--- config.mk ---
export PLATFORM = sky130hd
export DESIGN_NAME = osc_fallback_ctrl
export DESIGN_NICKNAME = d
export VERILOG_FILES = /design/src/rtl/osc_fb_pkg.sv /design/src/rtl/osc_fb_regif.sv /design/src/rtl/osc_fb_core.sv /design/src/rtl/osc_fallback_ctrl.sv
export SDC_FILE = /design/constraint.sdc
export NUM_CORES = 1
export LEC_CHECK = 0
export ABC_AREA = 1
export BUFFER_PORTS_ARGS = -buffer_cell sky130_fd_sc_hd__buf_4
export CAP_MARGIN = 0
export CORE_ASPECT_RATIO = 0.7
export CORE_MARGIN = 3
export CORE_UTILIZATION = 50
export DETAILED_ROUTE_END_ITERATION = 6
export PLACE_DENSITY_LB_ADDON = 0.15
export SYNTH_ARGS = -nofsm -noshare
export SYNTH_HDL_FRONTEND = slang
export SYNTH_SLANG_ARGS = --single-unit
--- constraint.sdc ---
create_clock -name clk -period 2.5 [get_ports clk]
set_clock_uncertainty 0.05 [all_clocks]
set_input_delay 0.25 -clock clk [delete_from_list [all_inputs] [get_ports clk]]
set_output_delay 0.25 -clock clk [all_outputs]
set_load 0.03 [all_outputs]
--- src/rtl/osc_fb_pkg.sv ---
package osc_fb_pkg;
  localparam int DATA_W = 8;
  localparam int ADDR_W = 2;
  localparam int NUM_OSC = 4;

  localparam logic [ADDR_W-1:0] ADR_CTRL   = 2'd0;
  localparam logic [ADDR_W-1:0] ADR_FAULT  = 2'd1;
  localparam logic [ADDR_W-1:0] ADR_GLOBAL = 2'd2;
  localparam logic [ADDR_W-1:0] ADR_TAP    = 2'd3;

  typedef enum logic [1:0] {
    SRC_DCO = 2'd0,
    SRC_XT1 = 2'd1,
    SRC_XT2 = 2'd2,
    SRC_RSV = 2'd3
  } srcSel_e;

  typedef struct packed {
    logic wrCtrl;
    logic wrFault;
    logic wrGlobal;
    logic wrTarget;
    logic [DATA_W-1:0] data;
  } regStrobe_t;
endpackage

--- src/rtl/osc_fb_regif.sv ---
module osc_fb_regif
  import osc_fb_pkg::*;
#(
  parameter int TAP_W = 5
) (
  input  logic              wrEn,
  input  logic [ADDR_W-1:0] addr,
  input  logic [DATA_W-1:0] wrData,
  input  logic [DATA_W-1:0] ctrlRd,
  input  logic [NUM_OSC-1:0] fltFlags,
  input  logic              ofFlag,
  input  logic [TAP_W-1:0]  tap,
  output regStrobe_t        strobe,
  output logic [DATA_W-1:0] rdData
);
  always_comb begin
    strobe          = '0;
    strobe.data     = wrData;
    strobe.wrCtrl   = wrEn && (addr == ADR_CTRL);
    strobe.wrFault  = wrEn && (addr == ADR_FAULT);
    strobe.wrGlobal = wrEn && (addr == ADR_GLOBAL);
    strobe.wrTarget = wrEn && (addr == ADR_TAP);
  end

  always_comb begin
    unique case (addr)
      ADR_CTRL:   rdData = ctrlRd;
      ADR_FAULT:  rdData = {{(DATA_W-NUM_OSC){1'b0}}, fltFlags};
      ADR_GLOBAL: rdData = {{(DATA_W-1){1'b0}}, ofFlag};
      default:    rdData = {{(DATA_W-TAP_W){1'b0}}, tap};
    endcase
  end
endmodule

--- src/rtl/osc_fb_core.sv ---
module osc_fb_core
  import osc_fb_pkg::*;
#(
  parameter int TAP_W       = 5,
  parameter int REF_DIV     = 32,
  parameter int INIT_TARGET = 4
) (
  input  logic              clk,
  input  logic              rstN,
  input  regStrobe_t        strobe,
  input  logic              xt1Valid,
  input  logic              xt2Valid,
  input  logic              refTick,
  output logic [DATA_W-1:0] ctrlRd,
  output logic [NUM_OSC-1:0] fltFlags,
  output logic              ofFlag,
  output logic [TAP_W-1:0]  tap,
  output srcSel_e           mainSrc,
  output srcSel_e           subSrc
);
  localparam int CNT_W = (REF_DIV > 1) ? $clog2(REF_DIV) : 1;
  localparam logic [TAP_W-1:0] TAP_MAX = {TAP_W{1'b1}};
  localparam logic [CNT_W-1:0] CNT_LAST = CNT_W'(REF_DIV - 1);

  srcSel_e mainSel, subSel;
  logic xt1Hf, xt1On, xt2On;
  logic [TAP_W-1:0] target;
  logic [CNT_W-1:0] refCnt;
  logic [NUM_OSC-1:0] setCond, clrMask;
  logic globalClr;

  assign ctrlRd = {1'b0, xt2On, xt1On, xt1Hf, subSel, mainSel};

  always_comb begin
    setCond[0] = xt1On && !xt1Hf && !xt1Valid;
    setCond[1] = xt1On &&  xt1Hf && !xt1Valid;
    setCond[2] = xt2On && !xt2Valid;
    setCond[3] = (tap == '0) || (tap == TAP_MAX);
    clrMask    = strobe.wrFault ? ~strobe.data[NUM_OSC-1:0] : '0;
    globalClr  = strobe.wrGlobal && !strobe.data[0] && (fltFlags == '0);
  end

  always_ff @(posedge clk or negedge rstN) begin
    if (!rstN) begin
      mainSel <= SRC_DCO;
      subSel  <= SRC_DCO;
      xt1Hf   <= 1'b0;
      xt1On   <= 1'b1;
      xt2On   <= 1'b0;
    end else if (strobe.wrCtrl) begin
      mainSel <= srcSel_e'(strobe.data[1:0]);
      subSel  <= srcSel_e'(strobe.data[3:2]);
      xt1Hf   <= strobe.data[4];
      xt1On   <= strobe.data[5];
      xt2On   <= strobe.data[6];
    end
  end

  always_ff @(posedge clk or negedge rstN) begin
    if (!rstN) begin
      fltFlags <= 4'b1001;
      ofFlag   <= 1'b1;
    end else begin
      fltFlags <= setCond | (fltFlags & ~clrMask);
      ofFlag   <= (|setCond) || (ofFlag && !globalClr);
    end
  end

  always_ff @(posedge clk or negedge rstN) begin
    if (!rstN) begin
      target <= TAP_W'(INIT_TARGET);
      refCnt <= '0;
      tap    <= '0;
    end else begin
      if (strobe.wrTarget) target <= strobe.data[TAP_W-1:0];
      if (refTick) begin
        if (refCnt == CNT_LAST) begin
          refCnt <= '0;
          if (tap < target)      tap <= tap + TAP_W'(1);
          else if (tap > target) tap <= tap - TAP_W'(1);
        end else begin
          refCnt <= refCnt + CNT_W'(1);
        end
      end
    end
  end

  function automatic srcSel_e effSrc(input srcSel_e sel, input logic fault);
    return (fault || sel == SRC_RSV) ? SRC_DCO : sel;
  endfunction

  assign mainSrc = effSrc(mainSel, ofFlag);
  assign subSrc  = effSrc(subSel, ofFlag);
endmodule

--- src/rtl/osc_fallback_ctrl.sv ---
module osc_fallback_ctrl
  import osc_fb_pkg::*;
#(
  parameter int TAP_W       = 5,
  parameter int REF_DIV     = 32,
  parameter int INIT_TARGET = 4
) (
  input  logic        clk,
  input  logic        rstN,
  input  logic        wrEn,
  input  logic [1:0]  addr,
  input  logic [7:0]  wrData,
  output logic [7:0]  rdData,
  input  logic        xt1Valid,
  input  logic        xt2Valid,
  input  logic        refTick,
  output logic [1:0]  mainSrc,
  output logic [1:0]  subSrc,
  output logic        oscFaultIrq
);
  regStrobe_t strobe;
  logic [DATA_W-1:0] ctrlRd;
  logic [NUM_OSC-1:0] fltFlags;
  logic ofFlag;
  logic [TAP_W-1:0] tapVal;
  srcSel_e mainEff, subEff;

  osc_fb_regif #(.TAP_W(TAP_W)) u_regif (
    .wrEn(wrEn), .addr(addr), .wrData(wrData), .ctrlRd(ctrlRd),
    .fltFlags(fltFlags), .ofFlag(ofFlag), .tap(tapVal),
    .strobe(strobe), .rdData(rdData)
  );

  osc_fb_core #(.TAP_W(TAP_W), .REF_DIV(REF_DIV), .INIT_TARGET(INIT_TARGET)) u_core (
    .clk(clk), .rstN(rstN), .strobe(strobe), .xt1Valid(xt1Valid),
    .xt2Valid(xt2Valid), .refTick(refTick), .ctrlRd(ctrlRd),
    .fltFlags(fltFlags), .ofFlag(ofFlag), .tap(tapVal),
    .mainSrc(mainEff), .subSrc(subEff)
  );

  assign mainSrc     = mainEff;
  assign subSrc      = subEff;
  assign oscFaultIrq = ofFlag;
endmodule

==> flow_metrics.env, run 1 <==
export IMPL_synth_seq_cells=27
export IMPL_antenna_found_initial=0
export IMPL_place_gp_congestion=0.8652
export IMPL_grt_first_pass_wirelength_um=5823
export IMPL_cts_buffers_inserted=3
export IMPL_synth_common_cells="45 x nand2_1, 35 x inv_1, 22 x dfrtp_1"
export IMPL_wl_met2_um=1657
export IMPL_core_um2=2963
export IMPL_setup_tns_final_ns=0
export IMPL_switchingPower_mw=0.9452
export IMPL_area_growth_pct=23.07
export IMPL_async_reset_ff_frac=1.000
export IMPL_hold_violations=0
export IMPL_cts_tree="built"
export IMPL_drc_errors=0
export IMPL_peakVddDrop_mv=0.6037
export IMPL_outcome="finished clean"
export IMPL_wl_per_cell_um=13.90
export IMPL_grt_max_degree=28
export IMPL_synth_edf_count=0
export IMPL_p_int_mw=1.249
export IMPL_root_buffer="clkbuf_8"
export IMPL_fin_crit_ns=2.328
export IMPL_grt_usage=0.1962
export IMPL_yosysMostFrequentCell="nand2_1"
export IMPL_clk_path_buf_depth=2
export IMPL_ys_flop_type="dfrtp_1"
export IMPL_clock_sinks=27
export IMPL_syn_inst=199
export IMPL_start_kind="register"
export IMPL_io_buffers=26
export IMPL_die_x_um=74.30
export IMPL_holdWs_ns=0.09187
export IMPL_p_per_area_nw_per_um2=1092
export IMPL_leakage_nw=1.006
export IMPL_clk_pin_slew_ns=0.10
export IMPL_synth_nets=226
export IMPL_gr_total_overflow=0
export IMPL_chipHeight_um=53.81
export IMPL_fmax_ghz=0.4296
export IMPL_ys_top_cells_by_area="dfrtp_1 34%, nand2_1 10%, dfstp_2 8.0%, inv_1 8.0%, ha_1 7.7%"
export IMPL_cp_required_ns=2.63
export IMPL_viasPerCell=5.174
export IMPL_setup_viol=0
export IMPL_antenna_cells=0
export IMPL_drt_pass1_iter_count=4
export IMPL_htree_levels=1
export IMPL_pin_count=29
export IMPL_power_frac_clock=0.122
export IMPL_clk_latency_ns=0.28
export IMPL_power_frac_comb=0.571
export IMPL_hpwl_um=2925
export IMPL_synth_top_area_frac=0.3372
export IMPL_yosysWarnings=0
export IMPL_finalNetCount=262
export IMPL_start_util=0.5511
export IMPL_final_cells=270
export IMPL_antenna_left=0
export IMPL_rows=16
export IMPL_ys_types=35
export IMPL_critical_path_max_fanout=6
export IMPL_swShare=0.4307
export IMPL_dp_cells=262
export IMPL_dieArea_um2=3998
export IMPL_ys_seq_area_frac=0.4176
export IMPL_layout_drive_gt1_share=0.2735
export IMPL_cp_end_kind="register"
export IMPL_final_util=0.6782
export IMPL_power_frac_seq=0.307
export IMPL_rsz0062_at_grt="no"
export IMPL_wl_um=3752
export IMPL_vias=1397
export IMPL_grt_pass1_vias=1230
export IMPL_period_share=0.9311
export IMPL_drv_cap=0
export IMPL_synth_area_um2=1633
export IMPL_drt_iter0_drc=82
export IMPL_yosysTopAreaCell="dfrtp_1"
export IMPL_maxUsedRoutingLayer="met4"
export IMPL_cp_arrival_ns=2.46
export IMPL_min_path_type="in -> reg"
export IMPL_setup_worst_path_class="reg -> reg"
export IMPL_drv_slew=0
export IMPL_met3_wirelength_um=200
export IMPL_syn_avg_cell_area_um2=8.205
export IMPL_wl_met1_um=1886
## sequential cells by signal (all words and copies together), names as in the netlist
register / flops
u_core.refCnt: 5
u_core.tap: 5
u_core.target: 5
u_core.fltFlags: 4
u_core.mainSel: 2
u_core.subSel: 2
u_core.ofFlag: 1
u_core.xt1Hf: 1
u_core.xt1On: 1
u_core.xt2On: 1
## critical path, stage by stage, from the launching register on
cell	delay, ns
dfrtp_1	0.46
ha_1	0.35
nand2_2	0.12
inv_1	0.08
nand2_2	0.09
nand3_4	0.13
fa_2	0.41
a21oi_2	0.16
inv_1	0.05
nand2_1	0.06
nand2_1	0.05
inv_1	0.07
nand2_1	0.05
nand2_1	0.06
nand2_1	0.04
## final timing paths
check	from	endpoint	slack, ns	depth (start not counted)
min in group asynchronous	rstN	u_core.tap[2]	0.36	2
setup / recovery	u_core.tap[4]	u_core.tap[4]	0.17	14
setup reg to reg	u_core.tap[4]	u_core.tap[4]	0.17	14
max in group asynchronous	rstN	u_core.fltFlags[0]	1.73	2
hold reg to reg	u_core.target[2]	u_core.target[2]	0.44	2
hold / removal	xt2Valid	u_core.fltFlags[2]	0.09	2
## logic make-up (layout without fill, tap and decap cells)
kind of cell / after synthesis / count (layout) / share of synthesized area
xor gates and xnor gates: 3 / 3 / 0.02069
DFF: 27 / 27 / 0.4176
and+or+nand+nor: 80 / 80 / 0.2414
AOI/OAI and AO/OA: 38 / 38 / 0.1303
adders and majority gates: 11 / 11 / 0.08889
buffers and inverters: 38 / 73 / 0.09195
muxes: 1 / 1 / 0.006896
other: 1 / 1 / 0.002297
## layer usage
layer | up-vias | GRT usage
li1 | 713 | -
met3 | 2 | 0.04291
met1 | 653 | 0.2910
met2 | 29 | 0.3000
met5 | - | 0
met4 | 0 | 0.02959
## per-stage QoR
step,power [mW],setup slack (ns),cell area [um^2]
floorplan,1.436,0.2818,1633
global placement,1.656,0.1615,1881
detailed placement,1.715,0.08028,1881
CTS,1.991,0.03968,1941
global route,2.365,0.03092,2009
finish,2.194,0.1723,2009
## cell usage in the layout, fill, tap and decap left out, drive strengths merged, types with 3 or more instances in the layout
cell     n
a21oi    8
nor3b    3
clkbuf   3
dfstp    5
inv     37
nand3    7
buf     32
o21ai   23
nor3     3
dfrtp   22
nor2    12
nand2   52
ha      10
## power by group through the flow
stage,Sequential [mW],Clock (mW),Combinational (mW)
after floorplan,0.656,0,0.780
after global placement,0.671,0,0.985
after detailed placement,0.676,0,1.04
after CTS,0.667,0.272,1.05
after global routing,0.688,0.289,1.39
final,0.675,0.267,1.25
## what timing repair did
action,CTS,global route
hold buffers,1,0
buffers inserted,0,3
resized for setup,0,6
endpoints found under the setup margin,0,1
endpoints found under the hold margin,22,0
## layout make-up
cell class	count	area [um^2]
clock buffers	3	41.29
clock inverters	1	8.758
fillers	263	953.4
inverters	36	135.1
multi-input cells	134	847.1
flip-flops and latches	27	681.9
well taps	36	45.04
repair buffers	33	250.2
Power figures use the tool's default switching activity.
==> run 2, diff against run 1 <==
- CORE_UTILIZATION: 50 -> 35
- RECOVER_POWER: not set -> 50
==> run 2 against run 1 <==
Net effect: cell area increased by 1.2%; register-to-register slack improved by 0.07 ns; core utilization decreased by 22 points; sequential share of layout area decreased by 0.42 points; power decreased by 0.14%; via count decreased by 3.0%; critical path depth increased by 1.
==> flow_metrics.env, run 2 (synthesized netlist as in run 1, its figures left out) <==
export IMPL_cp_required_ns=2.63
export IMPL_grt_first_pass_wirelength_um=6292
export IMPL_grt_max_degree=28
export IMPL_io_buffers=26
export IMPL_finalNetCount=264
export IMPL_core_um2=4404
export IMPL_setup_ws_ns=0.2384
export IMPL_slowest_stage="dfstp_2"
export IMPL_holdWs_ns=0.07995
export IMPL_vias=1355
export IMPL_start_kind="register"
export IMPL_chipHeight_um=63.15
export IMPL_cp_end_kind="register"
export IMPL_gr_total_overflow=0
export IMPL_reg_largest_list="u_core.refCnt x5, u_core.tap x5, u_core.target x5"
export IMPL_hpwl_um=3028
export IMPL_layout_drive_gt1_share=0.2669
export IMPL_cp_arrival_ns=2.40
export IMPL_rsz0062_at_grt="no"
export IMPL_slew_headroom=0.01255
export IMPL_layout_common_cells="45 x nand2_1, 35 x inv_1, 33 x buf_4"
export IMPL_wl_per_cell_um=13.08
export IMPL_antenna_found_initial=0
export IMPL_wl_um=3807
export IMPL_area_growth_pct=24.60
export IMPL_viasPerCell=4.656
export IMPL_cp_top_family="simple AND/OR/NAND/NOR gates"
export IMPL_clk_pin_slew_ns=0.10
export IMPL_grt_usage=0.1499
export IMPL_dieArea_um2=5534
export IMPL_pin_count=29
export IMPL_cts_tree="built"
export IMPL_fin_area_um2=2034
export IMPL_drt_iter0_drc=103
export IMPL_worst_path_buf_inv=3
export IMPL_cp_cell_sequence="inv_1, ha_4, nand2_1, nand2_1, nand2_2, nand3_4, fa_2, a21oi_2, inv_1, nand2_1, nand2_1, inv_1, nand2_1, nand2_1, nand2_1"
export IMPL_setup_worst_path_class="reg -> reg"
export IMPL_leakage_nw=1.011
export IMPL_min_path_type="in -> reg"
export IMPL_fmax_ghz=0.4422
export IMPL_drv_slew=0
export IMPL_critical_path_max_fanout=6
export IMPL_clk_latency_ns=0.28
export IMPL_dpl_cell_area_um2=1912
export IMPL_htree_levels=1
export IMPL_setup_viol=0
export IMPL_place_ws_ns=0.1267
export IMPL_cts_buffers_inserted=3
export IMPL_place_gp_congestion=0.8560
export IMPL_setup_tns_final_ns=0
export IMPL_period_share=0.9047
export IMPL_clock_sinks=27
export IMPL_clk_path_buf_depth=2
export IMPL_die_x_um=87.64
export IMPL_outcome="finished clean"
export IMPL_slowest_delay_ns=0.54
export IMPL_drv_cap=0
export IMPL_fin_crit_ns=2.262
export IMPL_final_common_cell="nand2_1"
export IMPL_drc_errors=0
export IMPL_root_buffer="clkbuf_8"
export IMPL_drt_pass1_iter_count=4
export IMPL_antenna_left=0
export IMPL_p_per_area_nw_per_um2=1077
export IMPL_antenna_cells=0
export IMPL_hold_violations=0
export IMPL_peakVddDrop_mv=0.5616
export IMPL_rows=20
export IMPL_cpMostUsedCell="nand2_1"
export IMPL_start_util=0.3707
export IMPL_tightest_slew_ns=1.481
export IMPL_total_power_mw=2.191
export IMPL_grt_pass1_vias=1246
-- run 2: worst paths after layout --
| kind | from | end | slack (ns) | cells after the start |
|---|---|---|---|---|
| worst min-delay path | xt2Valid | u_core.fltFlags[2] | 0.08 | 2 |
| min in group asynchronous | rstN | u_core.fltFlags[2] | 0.80 | 2 |
| worst max-delay path | u_core.target[2] | u_core.tap[4] | 0.24 | 15 |
| max in group asynchronous | rstN | u_core.refCnt[2] | 0.74 | 2 |
| worst max register to register | u_core.target[2] | u_core.tap[4] | 0.24 | 15 |
| worst min register to register | u_core.target[3] | u_core.target[3] | 0.45 | 2 |
-- run 2: final cells by class --
| class | count | area, um^2 |
|---|---|---|
| timing repair buffer | 35 | 261.5 |
| inverter | 36 | 135.1 |
| fill | 446 | 2370 |
| tap | 55 | 68.82 |
| clock inverter | 1 | 8.758 |
| clock buffer | 3 | 41.29 |
| multi-input combinational | 134 | 837.1 |
| sequential | 27 | 681.9 |
-- run 2: timing repair --
| action | CTS | global route |
|---|---|---|
| hold endpoints to repair | 22 | 0 |
| buffers inserted | 0 | 4 |
| endpoints found under the setup margin | 0 | 1 |
| hold buffers | 1 | 0 |
| resized for setup | 0 | 6 |
-- run 2: stage by stage --
step                cells  utilization
CTS                   287       0.4477
finish                291       0.4619
detailed placement    282       0.4341
global route          291       0.4619
global placement      282       0.4341
floorplan             199            -
-- run 2: power breakdown --
group / switching, mW / internal (mW) / leakage [nW]
Clock: 0.154 / 0.117 / 0.0261
Combinational: 0.661 / 0.590 / 0.670
Sequential: 0.0987 / 0.570 / 0.315
Total: 0.914 / 1.28 / 1.01
-- run 2: per-layer routing --
layer | GRT usage | vias up | part of all wire
met2 | 0.1720 | 23 | 0.36
met5 | 0 | - | 0
met1 | 0.2622 | 614 | 0.57
met4 | 0.03448 | 0 | 0.011
met3 | 0.03660 | 5 | 0.061
li1 | - | 713 | -
